$ cat src/rtl/instr_seq_pkg.sv
`timescale 1ns/1ps
package instr_seq_pkg;

  localparam int unsigned WORD_W = 16;
  localparam int unsigned OPC_W  = 4;
  localparam int unsigned SEL_W  = 6;
  localparam int unsigned COST_W = 3;
  localparam int unsigned LEN_W  = 2;

  typedef struct packed {
    logic [OPC_W-1:0]  op;
    logic [SEL_W-1:0]  a_code;
    logic [SEL_W-1:0]  b_code;
    logic              is_call;
    logic              is_nop;
    logic              is_cond;
    logic              wa;
    logic              wb;
    logic [LEN_W-1:0]  len;
    logic [COST_W-1:0] cost;
  } dec_t;

  // selector codes that pull one more word from the stream
  function automatic logic sel_reads_word(input logic [SEL_W-1:0] c);
    return (c[5:3] == 3'b010) || (c == 6'h1e) || (c == 6'h1f);
  endfunction

  // fixed part of the cost of a two-operand opcode
  function automatic logic [COST_W-1:0] op_base_cost(input logic [OPC_W-1:0] op);
    logic [COST_W-1:0] c;
    case (op)
      4'h1, 4'h9, 4'ha, 4'hb: c = 3'd1;
      4'h5, 4'h6:             c = 3'd3;
      default:                c = 3'd2;
    endcase
    return c;
  endfunction

  function automatic dec_t split_word(input logic [WORD_W-1:0] w);
    dec_t d;
    d.op = w[3:0];
    if (w[3:0] == 4'h0) begin
      d.a_code  = w[15:10];
      d.b_code  = '0;
      d.is_call = (w[9:4] == 6'h01);
      d.is_nop  = (w[9:4] != 6'h01);
      d.is_cond = 1'b0;
      d.wa      = d.is_call && sel_reads_word(w[15:10]);
      d.wb      = 1'b0;
      d.cost    = d.is_call ? (3'd2 + {2'b00, d.wa}) : 3'd1;
    end else begin
      d.a_code  = w[9:4];
      d.b_code  = w[15:10];
      d.is_call = 1'b0;
      d.is_nop  = 1'b0;
      d.is_cond = (w[3:2] == 2'b11);
      d.wa      = sel_reads_word(w[9:4]);
      d.wb      = sel_reads_word(w[15:10]);
      d.cost    = op_base_cost(w[3:0]) + {2'b00, d.wa} + {2'b00, d.wb};
    end
    d.len = 2'd1 + {1'b0, d.wa} + {1'b0, d.wb};
    return d;
  endfunction

endpackage

$ cat src/rtl/instr_decode.sv
`timescale 1ns/1ps
module instr_decode
  import instr_seq_pkg::*;
(
  input  logic [WORD_W-1:0] word,
  output dec_t              dec
);
  always_comb dec = split_word(word);
endmodule

$ cat src/rtl/seq_pc.sv
`timescale 1ns/1ps
module seq_pc #(
  parameter int unsigned AW = 16,
  parameter int unsigned LW = 2
) (
  input  logic          clk,
  input  logic          rst_n,
  input  logic          inc,
  input  logic          load,
  input  logic [AW-1:0] load_val,
  input  logic          skip_en,
  input  logic [LW-1:0] skip_len,
  output logic [AW-1:0] pc
);
  localparam logic [AW-1:0] ONE = {{(AW-1){1'b0}}, 1'b1};

  logic [AW-1:0] pc_q;
  logic          step_evt;
  logic          hop_evt;

  assign step_evt = inc && !load && !skip_en;
  assign hop_evt  = skip_en && !load;

  always_ff @(posedge clk or negedge rst_n) begin
    if (!rst_n)        pc_q <= '0;
    else if (load)     pc_q <= load_val;
    else if (skip_en)  pc_q <= pc_q + {{(AW-LW){1'b0}}, skip_len};
    else if (inc)      pc_q <= pc_q + ONE;
  end

  assign pc = pc_q;


  pc_step_chk: assert property (@(posedge clk) disable iff (!rst_n)
    step_evt |=> pc == $past(pc) + ONE);


  skip_len_chk: assert property (@(posedge clk) disable iff (!rst_n)
    hop_evt |=> pc == $past(pc) + {{(AW-LW){1'b0}}, $past(skip_len)});

endmodule

$ cat src/rtl/instr_seq.sv
`timescale 1ns/1ps
module instr_seq
  import instr_seq_pkg::*;
#(
  parameter int unsigned AW = 16
) (
  input  logic              clk,
  input  logic              rst_n,
  output logic              mem_rd,
  output logic [AW-1:0]     mem_addr,
  input  logic [WORD_W-1:0] mem_rdata,
  output logic [SEL_W-1:0]  opnd_a_code,
  output logic [SEL_W-1:0]  opnd_b_code,
  output logic              opnd_word_we,
  output logic              opnd_word_sel,
  output logic [WORD_W-1:0] opnd_word,
  input  logic [AW-1:0]     opnd_a_val,
  output logic              alu_go,
  output logic [OPC_W-1:0]  alu_op,
  input  logic              alu_cond,
  input  logic              pc_load,
  input  logic [AW-1:0]     pc_wdata,
  output logic              call_go,
  output logic [AW-1:0]     call_ret,
  output logic [AW-1:0]     pc,
  output logic              inst_start,
  output logic              inst_done
);

  typedef enum logic [1:0] {S_FETCH, S_RUN, S_SKIP} st_t;

  st_t               st;
  dec_t              dec_w;
  logic [OPC_W-1:0]  ir_op;
  logic [SEL_W-1:0]  ir_a, ir_b;
  logic              ir_call, ir_nop, ir_cond;
  logic [COST_W-1:0] remain;
  logic              pend_a, pend_b;

  // named internal events
  logic              in_fetch, in_run, in_skip;
  logic              fetch_last, run_last, last_cyc;
  logic              word_cyc, test_fail, pc_ld;
  logic [AW-1:0]     pc_ld_val;
  logic [OPC_W-1:0]  cur_op;
  logic              cur_call, cur_nop, cur_cond;
  logic [COST_W-1:0] cyc_cnt;

  instr_decode u_dec (
    .word (mem_rdata),
    .dec  (dec_w)
  );

  assign in_fetch = (st == S_FETCH);
  assign in_run   = (st == S_RUN);
  assign in_skip  = (st == S_SKIP);

  // the first word is decoded live in the fetch cycle, latched after it
  assign cur_op   = in_fetch ? dec_w.op      : ir_op;
  assign cur_call = in_fetch ? dec_w.is_call : ir_call;
  assign cur_nop  = in_fetch ? dec_w.is_nop  : ir_nop;
  assign cur_cond = in_fetch ? dec_w.is_cond : ir_cond;

  assign fetch_last = in_fetch && (dec_w.cost == 3'd1);
  assign run_last   = in_run && (remain == 3'd1);
  assign last_cyc   = fetch_last || run_last;
  assign word_cyc   = in_run && (pend_a || pend_b);

  assign mem_rd   = in_fetch || word_cyc || in_skip;
  assign mem_addr = pc;

  assign opnd_a_code   = in_fetch ? dec_w.a_code : ir_a;
  assign opnd_b_code   = in_fetch ? dec_w.b_code : ir_b;
  assign opnd_word_we  = word_cyc;
  assign opnd_word_sel = !pend_a;
  assign opnd_word     = mem_rdata;

  assign alu_go    = last_cyc && !cur_call && !cur_nop;
  assign alu_op    = cur_op;
  assign test_fail = alu_go && cur_cond && !alu_cond;

  assign call_go   = last_cyc && cur_call;
  assign call_ret  = pc + {{(AW-1){1'b0}}, word_cyc};

  assign inst_start = in_fetch;
  assign inst_done  = (last_cyc && !test_fail) || in_skip;

  assign pc_ld     = call_go || (alu_go && pc_load);
  assign pc_ld_val = call_go ? opnd_a_val : pc_wdata;

  seq_pc #(.AW(AW), .LW(LEN_W)) u_pc (
    .clk      (clk),
    .rst_n    (rst_n),
    .inc      (mem_rd && !in_skip),
    .load     (pc_ld),
    .load_val (pc_ld_val),
    .skip_en  (in_skip),
    .skip_len (dec_w.len),
    .pc       (pc)
  );

  always_ff @(posedge clk or negedge rst_n) begin
    if (!rst_n) begin
      st      <= S_FETCH;
      ir_op   <= '0;
      ir_a    <= '0;
      ir_b    <= '0;
      ir_call <= 1'b0;
      ir_nop  <= 1'b0;
      ir_cond <= 1'b0;
      remain  <= '0;
      pend_a  <= 1'b0;
      pend_b  <= 1'b0;
    end else begin
      case (st)
        S_FETCH: begin
          ir_op   <= dec_w.op;
          ir_a    <= dec_w.a_code;
          ir_b    <= dec_w.b_code;
          ir_call <= dec_w.is_call;
          ir_nop  <= dec_w.is_nop;
          ir_cond <= dec_w.is_cond;
          if (!fetch_last) begin
            remain <= dec_w.cost - 3'd1;
            pend_a <= dec_w.wa;
            pend_b <= dec_w.wb;
            st     <= S_RUN;
          end
        end
        S_RUN: begin
          remain <= remain - 3'd1;
          if (pend_a)      pend_a <= 1'b0;
          else if (pend_b) pend_b <= 1'b0;
          if (run_last) st <= test_fail ? S_SKIP : S_FETCH;
        end
        default: st <= S_FETCH;
      endcase
    end
  end

  // cycles spent in the current instruction, for the cost bound
  always_ff @(posedge clk or negedge rst_n) begin
    if (!rst_n)         cyc_cnt <= '0;
    else if (inst_done) cyc_cnt <= '0;
    else                cyc_cnt <= cyc_cnt + 3'd1;
  end


  next_start_chk: assert property (@(posedge clk) disable iff (!rst_n)
    inst_done |=> inst_start);


  cost_bound_chk: assert property (@(posedge clk) disable iff (!rst_n)
    inst_done |-> cyc_cnt <= 3'd4);


  skip_quiet_chk: assert property (@(posedge clk) disable iff (!rst_n)
    test_fail |=> mem_rd && inst_done && !alu_go && !opnd_word_we && !call_go);


  call_target_chk: assert property (@(posedge clk) disable iff (!rst_n)
    call_go |=> pc == $past(opnd_a_val));


  pcload_ignore_chk: assert property (@(posedge clk) disable iff (!rst_n)
    pc_load && in_run && !word_cyc && !alu_go && !call_go |=> pc == $past(pc));


  reserved_nop_chk: assert property (@(posedge clk) disable iff (!rst_n)
    in_fetch && cur_nop |-> inst_done && !alu_go && !call_go && !opnd_word_we);

endmodule

$ cat config.mk
export PLATFORM = sky130hd
export DESIGN_NAME = instr_seq
export DESIGN_NICKNAME = d
export VERILOG_FILES = /design/src/rtl/instr_seq_pkg.sv /design/src/rtl/instr_decode.sv /design/src/rtl/seq_pc.sv /design/src/rtl/instr_seq.sv
export SDC_FILE = /design/constraint.sdc
export NUM_CORES = 1
export LEC_CHECK = 0
export BUFFER_PORTS_ARGS = -buffer_cell sky130_fd_sc_hd__buf_2
export CAP_MARGIN = 0
export CORE_MARGIN = 4
export CORE_UTILIZATION = 49
export DETAILED_ROUTE_END_ITERATION = 8
export PLACE_DENSITY = 0.82
export SYNTH_ARGS = -nofsm -noshare
export SYNTH_HDL_FRONTEND = slang
export SYNTH_SLANG_ARGS = --single-unit
$ cat constraint.sdc
create_clock -name clk -period 3.55 [get_ports clk]
set_clock_uncertainty 0.2 [all_clocks]
set_input_delay 0.5325 -clock clk [delete_from_list [all_inputs] [get_ports clk]]
set_output_delay 0.5325 -clock clk [all_outputs]
set_load 0.01 [all_outputs]
==> impl_metrics.ini, run 1 <==
[sta]
fmax_ghz = 0.291
fin_crit_sh = 0.967
slew_viol_final = 0
setup_viol_count_final = 0
worst-slew-pin-transition_ns = 0.973
relSlewSlack = 0.351
finalCriticalPeriod_ns = 3.43
hold_viol_final = 0

[pwr]
cellLeakagePower_nw = 1.89
irDropWorstVdd_v = 0.000421
power.density_nw_per_um2 = 777

[global_routing]
overflow = 0
antenna_found_initial = 0
grt_usage = 0.215
grt_pass1_wl_mm = 13.5
grt_max_degree = 43
grt_pass1_vias = 2770

[clock_network]
cts_tree = yes
clk-insertion-delay-late_ns = 0.29
cts_made_buffers = 5
clk_pin_slew_ns = 0.08
clock_sinks = 42
cts_root_buf = clkbuf_8
clk_path_buf_depth = 2
htreeDepth = 2

[run]
cap_viol_max_count = 0

[setup_path]
critPathLaunchType = input port
critical_path_arrival_ns = 2.70
path_max_fanout = 6
required_ns = 2.82
worst-setup-path-type = in2out
end_kind = primary output

[route]
initialDrtViolationCount = 181
drc_errors = 0
first_pass_iters = 4
vias = 2996
antenna_left = 0
detail_route.vias_per_cell = 5.40
wl_per_cell_um = 15.9
drt_wl_total_mm = 8.81

[die]
die_y_um = 89.4
initial_core_util = 0.508
die_area_um2 = 7990
io_pins = 139
rows = 29
fp.coreArea_um2 = 6390
die_w_um = 89.4

[final_layout]
drive_gt1_frac = 0.374
final_common_cell = buf_2
design_area_um2 = 3960
fin_util = 0.621
finalNetCount = 542
mostFrequentLayoutCells = buf_2, nand2_1, dfrtp_1, mux2i_1, nor2_1
syn_to_final_growth_pct = 22.1
antennaDiodeCount = 0

[logic_synthesis]
yosysTopAreaCell = dfrtp_1
synth-seq-cells = 42
synth_edf_count = 0
ys_seq_area_frac = 0.324
synth_area_um2 = 3250
avgSynthCellArea_um2 = 8.94
syn_nets = 428
async_flop_share = 1.00
synth_top_area_share = 0.324
synth.area.top_cells = dfrtp_1, mux2i_1, buf_4
ys_types = 52
yosysWarnings = 0
ys.flop_type = dfrtp_1
synthCells = 363

[place]
placed_cell_area_um2 = 3820
numPortBuffers = 138
gp_congestion = 0.916
hpwl_mm = 6.91

[status]
outcome = completed

[min_path]
hold_path_class = in2async
layer usage:
metal	up-vias	track usage	share of wire
met4	0	0.0677	0.013
met5	-	0	0
met2	131	0.350	0.50
met1	1407	0.292	0.42
li1	1447	-	-
met3	11	0.0341	0.067
worst max-delay path, cell delays in order:
cell	delay, ns
clkbuf_4	0.14
nand2_1	0.07
o21ai_1	0.08
a31oi_1	0.08
fa_2	0.43
ha_4	0.23
a21oi_2	0.16
ha_2	0.21
nand3_1	0.09
o31ai_1	0.10
nand2_1	0.13
o32a_1	0.30
buf_2	0.14
cell type report:
type                    instances  area [µm²]
fillers                       529        2420
multi-input cells             256        1800
flip-flops and latches         42        1050
repair buffers                157         848
well taps                      77        96.3
clock buffers                   5        68.8
inverters                      15        56.3
clock inverters                 3        40.0
cell families (layout without fill, tap and decap cells):
group,count (synthesis),after routing,share of synthesized area
AND/OR/NAND/NOR,132,132,0.202
XOR/XNOR,28,28,0.0756
buffers and inverters,65,180,0.127
multiplexers,37,37,0.114
flip-flops,42,42,0.324
adder cells (fa/ha/maj),13,13,0.0547
AO/OA/AOI/OAI,46,46,0.103
timing repair:
| action | 4_1_cts | 5_1_grt |
|---|---|---|
| setup endpoints to repair | 0 | 2 |
| resized for setup | 0 | 6 |
| hold buffers | 0 | 0 |
| setup buffers | 0 | 2 |
synthesized netlist by cell type (2+ instances only):
library cell / instances
a211oi_1: 3
a21oi_1: 9
a22oi_1: 5
a31oi_1: 8
and2_1: 2
buf_1: 3
buf_4: 34
buf_6: 3
clkbuf_1: 7
clkbuf_2: 2
dfrtp_1: 42
fa_1: 2
ha_1: 11
inv_1: 14
mux2i_1: 36
nand2_1: 57
nand2b_1: 8
nand3_1: 18
nand4_1: 8
nand4b_1: 2
nor2_1: 22
nor2b_1: 3
o21ai_0: 8
o22ai_1: 2
xnor2_1: 10
xor2_1: 18
registers in the layout, summed over array words and instances, names as in the netlist:
register and cells:
ir_b 6, pend_b 1, ir_nop 1, pend_a 1
ir_op 4, u_pc.pc 16, st 2, ir_a 6
ir_cond 1, remain 3, ir_call 1
metrics by stage:
step	setup WS [ns]	hold slack [ns]	setup TNS [ns]	power, W	instances
floorplan	0.202	0.0369	0	0.00209	363
global placement	0.0824	0.246	0	0.00261	545
detailed placement	0.0222	0.250	0	0.00269	545
CTS	0.0239	0.202	0	0.00308	553
global route	-0.0386	0.199	-0.0386	0.00332	555
finish	0.119	0.193	0	0.00308	555
worst paths after layout:
kind,start,to,slack [ns],cells after the start
max reg2reg,st[0]$_DFFE_PN0P_,u_pc.pc[13]$_DFFE_PN0P_,0.85,8
max in group asynchronous,rst_n,u_pc.pc[4]$_DFFE_PN0P_,2.36,1
min reg2reg,ir_b[2]$_DFF_PN0_,ir_b[2]$_DFF_PN0_,0.26,2
min,rst_n,ir_op[0]$_DFF_PN0_,0.19,1
max,mem_rdata[3],inst_done,0.12,13
min in group clk,alu_cond,st[1]$_DFFE_PN0P_,0.20,2
report_power, final:
| group | internal, W | switching [W] |
|---|---|---|
| combinational | 0.000744 | 0.00101 |
| clock | 0.000207 | 0.000172 |
| sequential | 0.000696 | 0.000248 |
| total | 0.00165 | 0.00143 |
Note: power is estimated with default switching activity, not from simulation.
==> run 2: changes to the inputs <==
--- a/config.mk
+++ b/config.mk
@@ -7,6 +7,7 @@
 export LEC_CHECK = 0
 export BUFFER_PORTS_ARGS = -buffer_cell sky130_fd_sc_hd__buf_2
 export CAP_MARGIN = 0
+export CORE_ASPECT_RATIO = 2
 export CORE_MARGIN = 4
 export CORE_UTILIZATION = 49
 export DETAILED_ROUTE_END_ITERATION = 8
==> impl_metrics.ini, run 2 (synthesis gave the netlist of run 1 again) <==
[status]
outcome = completed

[clock_network]
clk_path_buf_depth = 2
cts-hold-fix-buffers = 0
cts_made_buffers = 5
clock_sinks = 42
clk-insertion-delay-late_ns = 0.28
clk_pin_slew_ns = 0.06
cts_tree = yes
cts_root_buf = clkbuf_16
htreeDepth = 2

[final_layout]
fin_util = 0.635
finalNetCount = 540
largest_reg_flops = 16
final_cells = 562
drive_gt1_frac = 0.372
syn_to_final_growth_pct = 24.4
antennaDiodeCount = 0
design_area_um2 = 4040
final_common_cell = buf_2
fill_cells = 579
mostFrequentLayoutCells = buf_2, nand2_1, dfrtp_1, mux2i_1, nor2_1

[die]
die_w_um = 65.6
die_y_um = 123
fp.coreArea_um2 = 6360
initial_core_util = 0.510
rows = 41
die_area_um2 = 8070
io_pins = 139

[setup_path]
required_ns = 2.82
crit_start = mem_rdata[2]
critical_path_arrival_ns = 2.70
path_max_fanout = 6
critPathLaunchType = input port
worst-setup-path-type = in2out
reg2reg_from = st[0]$_DFFE_PN0P_
end_kind = primary output

[route]
initialDrtViolationCount = 168
antenna_left = 0
detail_route.vias_per_cell = 5.38
wl_per_cell_um = 16.0
drc_errors = 0
vias = 3021
first_pass_iters = 4
drt_wl_total_mm = 8.97

[sta]
setup_slack_ns = 0.118
relSlewSlack = 0.337
fmax_ghz = 0.291
hold_viol_final = 0
slew_viol_final = 0
fin_crit_sh = 0.967
setup_viol_count_final = 0
finalCriticalPeriod_ns = 3.43
worst-slew-pin-transition_ns = 0.994

[place]
numPortBuffers = 138
dp_cells = 551
pre_cts_slack_ns = -0.0729
gp_congestion = 0.839
hpwl_mm = 7.04
placed_cell_area_um2 = 3800

[pwr]
power.density_nw_per_um2 = 811
irDropWorstVdd_v = 0.000418
p_total_w = 0.00327
cellLeakagePower_nw = 1.91

[global_routing]
grt_pass1_wl_mm = 13.8
grt_usage = 0.216
grt_pass1_vias = 2935
grt_max_degree = 43
antenna_found_initial = 0
overflow = 0

[min_path]
hold_path_class = in2async

[run]
cap_viol_max_count = 0
## run 2: changes by cell type in the layout (fill, tap and decap cells not counted), sizes merged
| cell | change |
|---|---|
| clkbuf | -1 |
| clkinv | -1 |
| bufinv | +1 |
| buf | -1 |
## run 2: cell type report
class                      instances  area (µm²)  area share
timing repair buffer             155         833       0.206
clock inverter                     3        68.8      0.0170
clock buffer                       5         125      0.0310
multi-input combinational        256        1790       0.445
tap                               86         108      0.0267
inverter                          15        56.3      0.0139
sequential                        42        1050       0.260
## run 2: stage by stage
stage	hold slack (ns)	TNS, ns
2_1_floorplan	0.0369	0
3_3_place_gp	0.243	0
3_5_place_dp	0.253	-0.0729
4_1_cts	0.225	0
5_1_grt	0.228	-0.00275
6_report	0.206	0
## run 2: final timing paths
| path | cells after the start | endpoint | slack [ns] |
|---|---|---|---|
| worst max-delay path | 13 | inst_done | 0.12 |
| worst min register to register | 2 | ir_b[5]$_DFF_PN0_ | 0.26 |
| max in group asynchronous | 1 | ir_op[2]$_DFF_PN0_ | 2.32 |
| worst max register to register | 8 | u_pc.pc[4]$_DFFE_PN0P_ | 0.86 |
| worst min-delay path | 1 | u_pc.pc[5]$_DFFE_PN0P_ | 0.21 |
| min in group clk | 2 | st[1]$_DFFE_PN0P_ | 0.22 |
## run 2: worst max-delay path: stages
cell and delay (ns):
buf_2 0.14, nand2_1 0.08, o21ai_1 0.08, a31oi_1 0.08
fa_2 0.36, ha_1 0.29, a21oi_2 0.20, ha_2 0.22
nand3_1 0.10, o31ai_1 0.11, nand2_1 0.10, o32a_1 0.29
buf_2 0.14
## run 2: report_power, final
part | total [W] | switching [W] | internal, W
clock network | 0.000598 | 0.000193 | 0.000404
logic | 0.00173 | 0.000989 | 0.000738
registers | 0.000948 | 0.000251 | 0.000697
## run 2: routing by layer
metal	vias to the layer above	track usage	wire length, µm
met3	20	0.0273	526
met2	115	0.432	5260
met1	1449	0.221	2950
li1	1437	-	-
met5	-	0	0
met4	0	0.0753	232
## run 2: what timing repair did
action / in CTS / in global routing
buffers inserted: 0 / 3
resized for setup: 3 / 3
pin swaps: 0 / 4
endpoints found under the setup margin: 1 / 1
==> run 3: changes to the inputs <==
--- a/config.mk
+++ b/config.mk
@@ -5,13 +5,14 @@
 export SDC_FILE = /design/constraint.sdc
 export NUM_CORES = 1
 export LEC_CHECK = 0
-export BUFFER_PORTS_ARGS = -buffer_cell sky130_fd_sc_hd__buf_2
+export BUFFER_PORTS_ARGS = -buffer_cell sky130_fd_sc_hd__clkbuf_2
 export CAP_MARGIN = 0
 export CORE_ASPECT_RATIO = 2
 export CORE_MARGIN = 4
 export CORE_UTILIZATION = 49
 export DETAILED_ROUTE_END_ITERATION = 8
 export PLACE_DENSITY = 0.82
+export RECOVER_POWER = 25
 export SYNTH_ARGS = -nofsm -noshare
 export SYNTH_HDL_FRONTEND = slang
 export SYNTH_SLANG_ARGS = --single-unit
==> impl_metrics.ini, run 3 (synthesis gave the netlist of run 1 again) <==
[setup_path]
slowest_delay_ns = 0.56
critPathLaunchType = input port
reg2reg_from = st[0]$_DFFE_PN0P_
critical_path_arrival_ns = 2.75
path_cells = clkbuf_2, o21ai_1, a31oi_2, fa_2, nand2b_1, o31a_1, ha_2, nand3_1, o31ai_1, nand2_1, o32a_1, clkbuf_2
path_max_fanout = 6
crit_family = compound AO/OA/AOI/OAI gates
crit_start = mem_rdata[1]
worst-setup-path-type = in2out
end_kind = primary output
cpMostUsedCell = clkbuf_2
crit_slowest_cell = fa_2
required_ns = 2.82
path_buf_inv = 2

[pwr]
p_total_w = 0.00319
irDropWorstVdd_v = 0.000400
comb_power_share = 0.539
cellLeakagePower_nw = 1.92
power.switching_w = 0.00142
clock_power_share = 0.163
switching_share = 0.445
seq_power_share = 0.298
power.density_nw_per_um2 = 795
p_int_w = 0.00177

[die]
die_y_um = 123
io_pins = 139
rows = 41
fp.coreArea_um2 = 6360
die_area_um2 = 8070
die_w_um = 65.6
initial_core_util = 0.510

[clock_network]
cts_made_buffers = 5
htreeDepth = 2
cts_tree = yes
clk-insertion-delay-late_ns = 0.28
clock_sinks = 42
cts_root_buf = clkbuf_16
clk_pin_slew_ns = 0.05
clk_path_buf_depth = 2

[sta]
setup_viol_count_final = 0
finalCriticalPeriod_ns = 3.48
slew_viol_final = 43
worst-slew-pin-transition_ns = 2.31
hold_viol_final = 0
relSlewSlack = -0.538
fmax_ghz = 0.287
fin_crit_sh = 0.981

[route]
wl_per_cell_um = 15.4
drt_wl_total_mm = 8.64
vias = 2987
first_pass_iters = 4
antenna_left = 0
drc_errors = 0
detail_route.vias_per_cell = 5.33
initialDrtViolationCount = 160

[final_layout]
design_area_um2 = 4020
antennaDiodeCount = 0
mostFrequentLayoutCells = clkbuf_2, nand2_1, dfrtp_1, mux2i_1, nor2_1
final_common_cell = clkbuf_2
regArea_um2 = 1050
largest_reg_flops = 16
drive_gt1_frac = 0.369
syn_to_final_growth_pct = 23.9
fill_cells = 568
multiInputGateArea_um2 = 1810
finalNetCount = 539

[place]
hpwl_mm = 6.91
gp_congestion = 0.810
placed_cell_area_um2 = 3800
numPortBuffers = 138

[global_routing]
use_met2 = 0.427
grt_max_degree = 43
use_met1 = 0.203
grt_usage = 0.211
antenna_found_initial = 0
grt_pass1_wl_mm = 13.3
overflow = 0
top_usage_layer = met2
grt_util_met3 = 0.0309
grt_pass1_vias = 2889

[min_path]
hp-start = alu_cond
hold_path_class = in2reg

[status]
outcome = complete, but fails checks
violations = capacitance limit, slew limit

[run]
cap_viol_max_count = 1
-- run 3: power groups by stage --
stage | combinational [W] | clock, W | sequential, W
3_3_place_gp | 0.00167 | 0 | 0.000945
5_1_grt | 0.00190 | 0.000556 | 0.000980
3_5_place_dp | 0.00172 | 0 | 0.000959
2_1_floorplan | 0.00117 | 0 | 0.000924
6_report | 0.00172 | 0.000520 | 0.000952
4_1_cts | 0.00172 | 0.000534 | 0.000952
-- run 3: worst paths after layout --
kind                                           to  slack [ns]  depth (start not counted)
min in group asynchronous  u_pc.pc[5]$_DFFE_PN0P_        0.74                          1
max in group asynchronous       ir_a[5]$_DFF_PN0_        1.09                          1
min reg2reg                     ir_b[4]$_DFF_PN0_        0.26                          2
max reg2reg                u_pc.pc[4]$_DFFE_PN0P_        0.90                          8
max                                     inst_done        0.07                         12
min                             st[1]$_DFFE_PN0P_        0.23                          2
-- run 3: per-layer routing --
metal	vias to the layer above	part of all wire
met5	-	0
met4	0	0.017
met3	10	0.047
met2	94	0.60
met1	1442	0.34
li1	1441	-
-- run 3: area by class of cell --
| type | count | area share |
|---|---|---|
| clock buffers | 6 | 0.0345 |
| inverters | 15 | 0.0140 |
| clock inverters | 1 | 0.00747 |
| well taps | 86 | 0.0268 |
| repair buffers | 154 | 0.206 |
| flip-flops and latches | 42 | 0.261 |
| multi-input cells | 256 | 0.450 |
-- run 3: stage by stage --
| step | std cells | setup TNS (ns) | hold WS (ns) | worst slack [ns] | util |
|---|---|---|---|---|---|
| floorplan | 363 | 0 | 0.0369 | 0.202 | - |
| global placement | 551 | 0 | 0.245 | 0.0451 | 0.598 |
| detailed placement | 551 | -0.00710 | 0.257 | -0.00710 | 0.598 |
| CTS | 558 | 0 | 0.231 | 0.0321 | 0.625 |
| global route | 560 | -0.0591 | 0.237 | -0.0591 | 0.632 |
| finish | 560 | 0 | 0.234 | 0.0660 | 0.632 |
-- run 3: worst reg2reg max path: cells and delay by family, from the launching register on --
kind                   cells  cell delay [ns]
DFF                        1             0.37
AOI/OAI and AO/OA          1             0.34
buffers and inverters      3             0.82
and+or+nand+nor            2             0.45
muxes                      2             0.35
-- run 3: repair_timing --
action                     4_1_cts  5_1_grt
gates resized for setup          1       10
setup buffers                    0        2
hold buffers                     0        0
setup endpoints to repair        1        1
pin swaps                        0        3
